`config.mk`:
```
export PLATFORM = sky130hd
export DESIGN_NAME = spi_shift_engine
export DESIGN_NICKNAME = d
export VERILOG_FILES = /design/src/rtl/spi_eng_pkg.sv /design/src/rtl/spi_eng_clkgen.sv /design/src/rtl/spi_eng_evdly.sv /design/src/rtl/spi_shift_engine.sv
export SDC_FILE = /design/constraint.sdc
export NUM_CORES = 1
export LEC_CHECK = 0
export BUFFER_PORTS_ARGS = -buffer_cell sky130_fd_sc_hd__clkbuf_2
export CAP_MARGIN = 40
export CORE_MARGIN = 3
export CORE_UTILIZATION = 33
export CTS_BUF_LIST = sky130_fd_sc_hd__clkbuf_2
export DETAILED_ROUTE_END_ITERATION = 7
export GPL_ROUTABILITY_DRIVEN = 1
export RECOVER_POWER = 25
export SETUP_SLACK_MARGIN = 0.2
export SLEW_MARGIN = 20
export SYNTH_ARGS = -nofsm -noshare
export SYNTH_HDL_FRONTEND = slang
export SYNTH_SLANG_ARGS = --single-unit
```
`constraint.sdc`:
```
create_clock -name clk_i -period 4.95 [get_ports clk_i]
set_clock_uncertainty 0.15 [all_clocks]
set_input_delay 0.2475 -clock clk_i [delete_from_list [all_inputs] [get_ports clk_i]]
set_output_delay 0.2475 -clock clk_i [all_outputs]
set_load 0.05 [all_outputs]
```
`src/rtl/spi_eng_pkg.sv`:
```
package spi_eng_pkg;
  typedef enum logic [1:0] {
    ST_IDLE = 2'd0,
    ST_RUN  = 2'd1,
    ST_FIN  = 2'd2
  } xfer_st_e;
endpackage

```
`src/rtl/spi_eng_clkgen.sv`:
```
module spi_eng_clkgen #(
  parameter int DIV_W = 32
) (
  input  logic             clk_i,
  input  logic             rst_ni,
  input  logic             run_i,
  input  logic [DIV_W-1:0] div_i,
  output logic             tick_o
);
  logic [DIV_W-1:0] cnt_q;

  always_ff @(posedge clk_i or negedge rst_ni) begin
    if (!rst_ni)                        cnt_q <= '0;
    else if (!run_i || cnt_q == div_i)  cnt_q <= '0;
    else                                cnt_q <= cnt_q + 1'b1;
  end

  assign tick_o = run_i && (cnt_q == div_i);

  // ticks are spaced div+1 clocks apart
  assert_tick_gap_R2: assert property (@(posedge clk_i) disable iff (!rst_ni)
    (tick_o && div_i != '0 && $stable(div_i)) |=> !tick_o);
endmodule

```
`src/rtl/spi_eng_evdly.sv`:
```
module spi_eng_evdly #(
  parameter int MAX_DLY = 4,
  localparam int CODE_W = $clog2(MAX_DLY)
) (
  input  logic              clk_i,
  input  logic              rst_ni,
  input  logic              ev_i,
  input  logic              en_i,
  input  logic [CODE_W-1:0] code_i,
  output logic              ev_o
);
  logic [MAX_DLY-1:0] pipe_q;

  for (genvar i = 0; i < MAX_DLY; i++) begin : g_stage
    always_ff @(posedge clk_i or negedge rst_ni) begin
      if (!rst_ni)     pipe_q[i] <= 1'b0;
      else if (i == 0) pipe_q[i] <= ev_i;
      else             pipe_q[i] <= pipe_q[(i == 0) ? 0 : i-1];
    end
  end

  assign ev_o = en_i ? pipe_q[code_i] : ev_i;
endmodule

```
`src/rtl/spi_shift_engine.sv`:
```
module spi_shift_engine #(
  parameter int DATA_W  = 128,
  parameter int DIV_W   = 32,
  parameter int MAX_DLY = 4,
  localparam int LEN_W  = $clog2(DATA_W+1),
  localparam int IDX_W  = $clog2(DATA_W),
  localparam int CODE_W = $clog2(MAX_DLY)
) (
  input  logic              clk_i,
  input  logic              rst_ni,
  input  logic              start_i,
  input  logic [DATA_W-1:0] tx_data_i,
  input  logic [LEN_W-1:0]  len_i,
  input  logic [DIV_W-1:0]  div_i,
  input  logic              tx_edge_i,
  input  logic              rx_edge_i,
  input  logic              lsb_first_i,
  input  logic              tx_dly_en_i,
  input  logic [CODE_W-1:0] tx_dly_i,
  input  logic              rx_dly_en_i,
  input  logic [CODE_W-1:0] rx_dly_i,
  input  logic              auto_cs_i,
  input  logic              sdi_i,
  output logic              sclk_o,
  output logic              cs_no,
  output logic              sdo_o,
  output logic [DATA_W-1:0] rx_data_o,
  output logic              busy_o
);
  import spi_eng_pkg::*;

  xfer_st_e          st_q;
  logic [DIV_W-1:0]  div_q;
  logic [LEN_W-1:0]  len_q, txc_q, rxc_q, len_m1;
  logic [LEN_W:0]    ecnt_q, len2;
  logic              lsb_q, txe_q, rxe_q, txden_q, rxden_q;
  logic [CODE_W-1:0] txdc_q, rxdc_q;
  logic [DATA_W-1:0] txd_q, rx_q;
  logic              sclk_q, sdo_q, cs_q;
  logic              running, tick, last_edge, edge_ev, start_ok;
  logic              tx_raw, rx_raw, tx_ev, rx_ev, tx_go, rx_go;
  logic [IDX_W-1:0]  tx_idx, rx_idx, first_idx;

  assign start_ok  = (st_q == ST_IDLE) && start_i;
  assign running   = (st_q == ST_RUN);
  assign len2      = {len_q, 1'b0};
  assign len_m1    = len_q - 1'b1;
  assign last_edge = (ecnt_q == len2);
  assign edge_ev   = tick && !last_edge;
  // launch / capture edge selection before optional delay
  assign tx_raw    = edge_ev && (txe_q ? sclk_q : !sclk_q);
  assign rx_raw    = edge_ev && (rxe_q ? !sclk_q : sclk_q);
  assign tx_go     = tx_ev && (txc_q < len_q);
  assign rx_go     = rx_ev && (rxc_q < len_q);
  assign tx_idx    = lsb_q ? txc_q[IDX_W-1:0] : IDX_W'(len_m1 - txc_q);
  assign rx_idx    = lsb_q ? rxc_q[IDX_W-1:0] : IDX_W'(len_m1 - rxc_q);
  assign first_idx = lsb_first_i ? '0 : IDX_W'(len_i - 1'b1);

  spi_eng_clkgen #(.DIV_W(DIV_W)) u_clkgen (
    .clk_i, .rst_ni, .run_i(running), .div_i(div_q), .tick_o(tick)
  );

  spi_eng_evdly #(.MAX_DLY(MAX_DLY)) u_tx_dly (
    .clk_i, .rst_ni, .ev_i(tx_raw), .en_i(txden_q), .code_i(txdc_q), .ev_o(tx_ev)
  );

  spi_eng_evdly #(.MAX_DLY(MAX_DLY)) u_rx_dly (
    .clk_i, .rst_ni, .ev_i(rx_raw), .en_i(rxden_q), .code_i(rxdc_q), .ev_o(rx_ev)
  );

  // sequencing and configuration latch
  always_ff @(posedge clk_i or negedge rst_ni) begin
    if (!rst_ni) begin
      st_q    <= ST_IDLE;
      div_q   <= '0;
      len_q   <= '0;
      lsb_q   <= 1'b0;
      txe_q   <= 1'b0;
      rxe_q   <= 1'b0;
      txden_q <= 1'b0;
      rxden_q <= 1'b0;
      txdc_q  <= '0;
      rxdc_q  <= '0;
      txd_q   <= '0;
      sclk_q  <= 1'b0;
      cs_q    <= 1'b0;
      ecnt_q  <= '0;
    end else begin
      unique case (st_q)
        ST_IDLE: if (start_i) begin
          st_q    <= ST_RUN;
          div_q   <= div_i;
          len_q   <= len_i;
          lsb_q   <= lsb_first_i;
          txe_q   <= tx_edge_i;
          rxe_q   <= rx_edge_i;
          txden_q <= tx_dly_en_i;
          rxden_q <= rx_dly_en_i;
          txdc_q  <= tx_dly_i;
          rxdc_q  <= rx_dly_i;
          txd_q   <= tx_data_i;
          sclk_q  <= 1'b0;
          cs_q    <= 1'b1;
          ecnt_q  <= '0;
        end
        ST_RUN: if (tick) begin
          if (last_edge) begin
            cs_q <= 1'b0;
            st_q <= ST_FIN;
          end else begin
            sclk_q <= !sclk_q;
            ecnt_q <= ecnt_q + 1'b1;
          end
        end
        ST_FIN:  st_q <= ST_IDLE;
        default: st_q <= ST_IDLE;
      endcase
    end
  end

  // shift datapath
  always_ff @(posedge clk_i or negedge rst_ni) begin
    if (!rst_ni) begin
      txc_q <= '0;
      rxc_q <= '0;
      sdo_q <= 1'b0;
      rx_q  <= '0;
    end else if (start_ok) begin
      rx_q  <= '0;
      rxc_q <= '0;
      if (tx_edge_i) begin
        sdo_q <= tx_data_i[first_idx];
        txc_q <= LEN_W'(1);
      end else begin
        sdo_q <= 1'b0;
        txc_q <= '0;
      end
    end else begin
      if (tx_go) begin
        sdo_q <= txd_q[tx_idx];
        txc_q <= txc_q + 1'b1;
      end
      if (rx_go) begin
        rx_q[rx_idx] <= sdi_i;
        rxc_q        <= rxc_q + 1'b1;
      end
    end
  end

  assign sclk_o    = sclk_q;
  assign sdo_o     = sdo_q;
  assign cs_no     = !(cs_q || auto_cs_i);
  assign rx_data_o = rx_q;
  assign busy_o    = (st_q != ST_IDLE);

  assert_sclk_idle_R1: assert property (@(posedge clk_i) disable iff (!rst_ni)
    (st_q == ST_IDLE) |-> !sclk_q);
  assert_sclk_on_tick_R2: assert property (@(posedge clk_i) disable iff (!rst_ni)
    !$stable(sclk_q) |-> $past(tick));
  assert_sclk_framed_R3: assert property (@(posedge clk_i) disable iff (!rst_ni)
    sclk_q |-> cs_q);
  assert_busy_drop_R3: assert property (@(posedge clk_i) disable iff (!rst_ni)
    $fell(cs_q) |=> !busy_o);
  assert_tx_bound_R4: assert property (@(posedge clk_i) disable iff (!rst_ni)
    txc_q <= len_q);
  assert_tx_done_R4: assert property (@(posedge clk_i) disable iff (!rst_ni)
    $fell(cs_q) |-> (txc_q == len_q));
  assert_rx_done_R6: assert property (@(posedge clk_i) disable iff (!rst_ni)
    $fell(cs_q) |-> (rxc_q == len_q));
  assert_rx_bound_R7: assert property (@(posedge clk_i) disable iff (!rst_ni)
    rxc_q <= len_q);
  assert_start_ignored_R11: assert property (@(posedge clk_i) disable iff (!rst_ni)
    (busy_o && start_i) |=> ($stable(len_q) && $stable(txd_q) && $stable(lsb_q)));
endmodule

```
Word-level counts from Yosys, hierarchy flattened
Cells that the tools add are included.
{"block": "totals", "register_bits": 375, "latchBits": 0, "ramBits": 0, "mem_bits_ro": 0, "input_bits": 182, "output_inout_bits": 132, "memories": 0}
{"block": "classes", "addsub": 8, "n_mul": 0, "n_div": 0, "magnitude_cmp": 8, "eq_ne": 7, "n_shift": 0, "mux": 45, "bitwise_logic": 0, "n_reduce_logical": 23}
{"operator": "$mux W128", "count": 2}
{"operator": "$bwmux W128", "count": 1}
{"operator": "$add A32 B1 Y32 const B", "count": 1}
{"operator": "$eq A32 B32 Y1", "count": 1}
{"operator": "$mux W32", "count": 1}
{"operator": "$mux W8", "count": 4}
{"operator": "$mux W9", "count": 3}
{"operator": "$lt A7 B8 Y1 const B", "count": 3}
{"operator": "$mux W7", "count": 3}
{"operator": "$mux W1", "count": 19}
{"operator": "$pmux W9 S2", "count": 1}
{"operator": "$add A8 B1 Y8 const B", "count": 2}
{"operator": "$lt A8 B8 Y1", "count": 2}
{"operator": "$bmux W1 S7", "count": 2}
{"operator": "$sub A7 B1 Y7 const B", "count": 2}
{"operator": "$sub A7 B7 Y7", "count": 2}
{"operator": "$add A9 B1 Y9 const B", "count": 1}
{"operator": "$eq A9 B9 Y1", "count": 1}
{"operator": "$logic_and A1 B1 Y1", "count": 8}
{"operator": "$ne A2 B2 Y1 const B", "count": 4}
{"operator": "$reduce_and A4 Y1", "count": 2}
{"operator": "$reduce_bool A2 Y1", "count": 4}
{"operator": "$demux W1 S7", "count": 1}
{"operator": "$ge A7 B1 Y1 const B", "count": 1}
{"operator": "other kinds (11)", "count": 20}

Longest topological paths before layout
{"block": "logic_depth", "ltp_word": 10, "depth_mapped": 16, "ltp_nobuf": 15}

Cells and area by module
From an unflattened synthesis, not the netlist that was laid out.
{"block": "unflattened", "hier_cells": 2304, "area_unflattened_um2": 20236.9}
{"mod": "spi_shift_engine", "n_inst": 1, "cells_each": 2058, "area_each_um2": 17754.5}
{"mod": "spi_eng_clkgen", "n_inst": 1, "cells_each": 226, "area_each_um2": 2179.6}
{"mod": "spi_eng_evdly", "n_inst": 2, "cells_each": 10, "area_each_um2": 151.4}

Worst setup path before layout
No wires, ideal clock.
{"block": "synth_path", "path_type": "reg2reg", "startpoint": "reg len_q[0]", "endpoint": "reg rx_q[22] (netlist: rx_data_o[22])", "arrival_time_ns": 3.343, "path_slack_ns": 1.322, "path_stages_with_launch": 17, "path_buffers": 2, "cell_sequence": "dfrtp_1 > inv_1 > ha_1 > inv_1 > ha_1 > nor2b_1 > o21ai_0 > a21boi_0 > o21a_1 > or3_1 > a31oi_1 > nand3_1 > or2_2 > clkbuf_1 > buf_2 > o211ai_1 > o31ai_1"}
{"block": "synth_between", "elab_chain_len": 10, "elab_cells_between_ends": 19, "classes_between": "add/sub (2); order compare (3); eq/ne (1); mux (7); reduce/logical (6)"}
{"item": "from (decl)", "line_no": "spi_shift_engine.sv:34", "source": "logic [LEN_W-1:0] len_q, txc_q, rxc_q, len_m1;"}
{"item": "from (signal assigned)", "line_no": "spi_shift_engine.sv:93", "source": "len_q <= len_i;"}
{"item": "$sub A7 B1 Y7", "line_no": "spi_shift_engine.sv:47", "source": "assign len_m1 = len_q - 1'b1;"}
{"item": "$sub A7 B7 Y7", "line_no": "spi_shift_engine.sv:56", "source": "assign rx_idx = lsb_q ? rxc_q[IDX_W-1:0] : IDX_W'(len_m1 - rxc_q);"}
{"item": "$mux W7", "line_no": "spi_shift_engine.sv:56"}
{"item": "$lt A7 B8 Y1 (not written as such) or $ge A7 B1 Y1 (tied branches)", "line_no": "spi_shift_engine.sv:144", "source": "rx_q[rx_idx] <= sdi_i;"}
{"item": "$logic_and A1 B1 Y1 (not written as such)", "line_no": "spi_shift_engine.sv:144"}
{"item": "$mux W1 (not written as such)", "line_no": "spi_shift_engine.sv:144"}
{"item": "$demux W1 S7", "line_no": "spi_shift_engine.sv:144"}
{"item": "$bwmux W128", "line_no": "spi_shift_engine.sv:144"}
{"item": "$mux W128", "line_no": "spi_shift_engine.sv:143", "source": "if (rx_go) begin"}
{"item": "$mux W128", "line_no": "spi_shift_engine.sv:128", "source": "end else if (start_ok) begin"}
{"item": "to (signal, indexed assignment)", "line_no": "spi_shift_engine.sv:144"}
{"item": "to (decl)", "line_no": "spi_shift_engine.sv:38", "source": "logic [DATA_W-1:0] txd_q, rx_q;"}
Parallel ways exist; a longest one is shown, timed or not. The select of a mux whose other input is x is not followed.
A chain may end at the register's enable or synchronous reset.

Worst setup path in the final report
{"block": "layout_path", "startpoint": "reg len_q[0]", "endpoint": "reg sdo_q (netlist: sdo_o)"}
{"block": "layout_between", "elab_chain_len": 7, "elab_cells_between_ends": 15, "classes_between": "add/sub (2); order compare (1); eq/ne (1); mux (6); reduce/logical (5)"}
{"item": "$sub A7 B1 Y7 or $eq A9 B9 Y1 (tied branches)", "line_no": "spi_shift_engine.sv:47, spi_shift_engine.sv:48"}
{"item": "$sub A7 B7 Y7 or $logic_not A1 Y1 (tied branches)", "line_no": "spi_shift_engine.sv:55, spi_shift_engine.sv:49"}
{"item": "$mux W7 or $logic_and A1 B1 Y1 (tied branches)", "line_no": "spi_shift_engine.sv:55, spi_shift_engine.sv:49"}
{"item": "$bmux W1 S7 or $logic_and A1 B1 Y1 (tied branches)", "line_no": "spi_shift_engine.sv:140, spi_shift_engine.sv:51"}
{"item": "$mux W1 (on tied branches)", "line_no": "spi_shift_engine.sv:140, spi_eng_evdly.sv:22"}
{"item": "$mux W1 or $logic_and A1 B1 Y1 (tied branches)", "line_no": "spi_shift_engine.sv:139, spi_shift_engine.sv:53"}
{"item": "$mux W1 or $reduce_bool A2 Y1 (tied branches)"}
{"item": "to (signal assigned)", "line_no": "spi_shift_engine.sv:132", "source": "sdo_q <= tx_data_i[first_idx];"}
{"item": "to (signal assigned)", "line_no": "spi_shift_engine.sv:140", "source": "sdo_q <= txd_q[tx_idx];"}
{"item": "to (decl)", "line_no": "spi_shift_engine.sv:39", "source": "logic sclk_q, sdo_q, cs_q;"}
Parallel ways exist; a longest one is shown, timed or not. The select of a mux whose other input is x is not followed.

==> flow_summary.yaml <==
pwr:
  p_int_w: 0.00515
  clockPowerShare: 0.283
  comb_power_share: 0.294
  p_per_area_nw_per_um2: 294
  p_leak_nw: 13.1
  pwr-share-seq: 0.423
  ir_drop_uv: 191
  finalPower_w: 0.00838
  power.switching_w: 0.00323
  p_sw_frac: 0.386
cts:
  cts_buffers: 105
  clockBufferDepth: 3
  htree_levels: 3
  root_buffer: "clkbuf_2"
  cts_resized: 0
  clock_latency_ns: 1.23
  tritoncts: "built"
  clock-sinks: 375
  path_clk_slew_ns: 0.11
synth:
  yosysUniqueCellTypes: 64
  syn_inst: 2187
  ys.flop_type: "dfrtp_1"
  async_flop_share: 1.00
  synth_largest_area_cell: "dfrtp_1"
  ys_top_cells_by_area: "dfrtp_1 (48%), nand2_1 (14%), o31ai_1 (5.1%)"
  synthSimpleGateAreaFrac: 0.221
  synth-seq-cells: 375
  synth_compound_area_frac: 0.152
  synth.avg_cell_area_um2: 8.94
  yosysWarningCount: 0
  synth_top_area_frac: 0.480
  synth_fa_ha_area_frac: 0.0238
  synth_edf_count: 0
  synth_nets: 2405
  syn_area_um2: 19600
  synthTopCellsByCount: "nand2_1 (714), dfrtp_1 (375), o31ai_1 (132)"
  synth_top_family_by_area: "simple AND/OR/NAND/NOR gates"
  synth-seq-area-share: 0.480
  yosysMostFrequentCell: "nand2_1"
  synth_mux_area_frac: 0.0315
  synth_xor_xnor_area_share: 0.0470
placed_design:
  dpl.hpwl_mm: 42.9
  io_buffers: 313
  pre_cts_slack_ns: 0.764
  place.gp.congestion: 0.843
critical_path:
  critPathKind: "flop to flop"
  start_kind: "flop"
  startpoint: "len_q[0]"
  worstPathArrival_ns: 5.11
  crit_required_ns: 5.84
  r2r_cells: 15
  r2r_start: "len_q[0]"
  end_kind: "flop"
  r2r-end: "sdo_o"
  cp_max_fo: 8
  crit_path_end: "sdo_o"
  reg2reg_setup_slack_ns: 0.72
grt:
  first_global_vias: 21900
  grt_pass1_wl_mm: 121
  grtUsageTotal: 0.242
  grt_overflow: 0
  antenna_found_initial: 5
  grt_max_degree: 153
sta:
  timing.setup.tns_ns: 0
  slew_violations: 189
  final.setup.worst_slack_ns: 0.722
  setup_viol: 0
  fin_crit_ns: 4.23
  hold_viol: 0
  max_freq_mhz: 237
  worst_slew_pin_slew_ns: 2.47
  rsz0062_at_grt: "no"
  slew_headroom: -0.646
  timing.final.crit_share: 0.854
route:
  drc: 0
  wl_met3_mm: 6.34
  dr.pass1.iters: 6
  top_layer_used: "met5"
  wl_mm: 77.2
  wl_per_cell_um: 19.7
  vias: 21000
  routed_via_density: 5.36
  route.antenna.remaining_nets: 0
  met1Wirelength_mm: 30.5
  drtIter0Drc: 1910
  wl_met2_mm: 36.5
floorplanning:
  fp.dieW_um: 249
  rows: 88
  design.core.area_um2: 58100
  fp.dieH_um: 249
  die_area_um2: 62200
  io_pins: 314
  start_util: 0.336
min_path:
  min_from: "u_tx_dly.pipe_q[2]"
  hold_path.class: "flop to flop"
layout:
  finalNetCount: 3282
  syn_to_final_growth_pct: 45.9
  drive_above_1_share: 0.180
status:
  status: "finished with violations"
  violations: "capacitance limit, slew limit"
job:
  cap_violations: 2
power groups by stage:
| stage | clock, W | sequential (W) | combinational, W |
|---|---|---|---|
| after detailed placement | 0 | 0.00359 | 0.00211 |
| after floorplan | 0 | 0.00384 | 0.00110 |
| after CTS | 0.00243 | 0.00353 | 0.00240 |
| after global placement | 0 | 0.00358 | 0.00208 |
| final | 0.00237 | 0.00354 | 0.00246 |
| after global routing | 0.00261 | 0.00358 | 0.00265 |
how the worst min path moves through the flow:
stage | to | cells after the start | slack (ns)
after floorplan | cs_q | 0 | -0.20
after global routing | u_rx_dly.pipe_q[1] | 0 | 0.25
final | u_tx_dly.pipe_q[3] | 0 | 0.23
after detailed placement | rx_data_o[108] | 1 | 0.15
after global placement | rx_data_o[59] | 1 | 0.14
after CTS | sdo_o | 8 | 0.18
metal layers:
layer / up-vias / global-route usage
met5: - / 0
met4: 2 / 0.123
met3: 328 / 0.0566
met2: 1206 / 0.397
met1: 10000 / 0.298
li1: 9424 / -
timing repair:
action | CTS | global route
buffers inserted | 0 | 0
hold buffers | 580 | 0
endpoints found under the hold margin | 707 | 0
setup endpoints to repair | 0 | 0
cells by family after synthesis:
family                     Yosys count
muxes                               41
adders and majority gates           36
DFF                                375
and+or+nand+nor                   1031
xor gates and xnor gates           105
AOI/OAI and AO/OA                  401
buffers and inverters              198
critical path, stage by stage, from the launching register on:
cell and delay (ns):
dfrtp_1 0.48, inv_1 0.11, ha_1 0.19, or3b_1 0.44
xnor2_1 0.37, ha_1 0.34, o21a_1 0.13, o31ai_1 0.09
a21oi_1 0.16, xnor2_1 0.16, a32o_1 0.58, mux2i_1 0.38
mux2i_1 0.14, mux2i_1 0.17, mux2i_1 0.09, o31ai_1 0.21
state kept, by name (all words and copies together), names as in the netlist, 4 cells and up:
| register | count |
|---|---|
| div_q | 32 |
| u_clkgen.cnt_q | 32 |
| rxc_q | 8 |
| len_q | 8 |
| u_rx_dly.pipe_q | 4 |
| txd_q | 128 |
| ecnt_q | 9 |
| rx_data_o | 128 |
| txc_q | 8 |
| u_tx_dly.pipe_q | 4 |
cells in the final DEF (no fill, tap or decap), drive strengths merged, types with 38 or more instances in the layout:
cell,netlist,final
dfrtp,375,375
nand3,102,102
nand2,714,714
clkbuf,122,473
dlygate4sd3,0,579
o31ai,135,135
xnor2,38,38
o211ai,131,131
xor2,67,67
nor2,96,96
inv,40,44
area by class of cell:
cell class	instances	area [um2]
Sequential cell	375	9380
Clock inverter	33	195
Tap cell	765	957
Fill cell	5148	29600
Antenna cell	7	17.5
Inverter	41	154
Timing Repair Buffer	927	7680
Clock buffer	156	781
Multi-Input combinational cell	1614	9360
per-stage QoR:
| step | util | hold slack [ns] | std cells | instance area [um2] |
|---|---|---|---|---|
| 5_1_grt | 0.491 | 0.247 | 3915 | 28500 |
| 3_5_place_dp | 0.374 | 0.149 | 3142 | 21800 |
| 6_report | 0.491 | 0.231 | 3918 | 28500 |
| 3_3_place_gp | 0.374 | 0.144 | 3140 | 21700 |
| 4_1_cts | 0.491 | 0.183 | 3911 | 28600 |
| 2_1_floorplan | - | -0.198 | 2187 | 19600 |
Power figures use the tool's default switching activity.
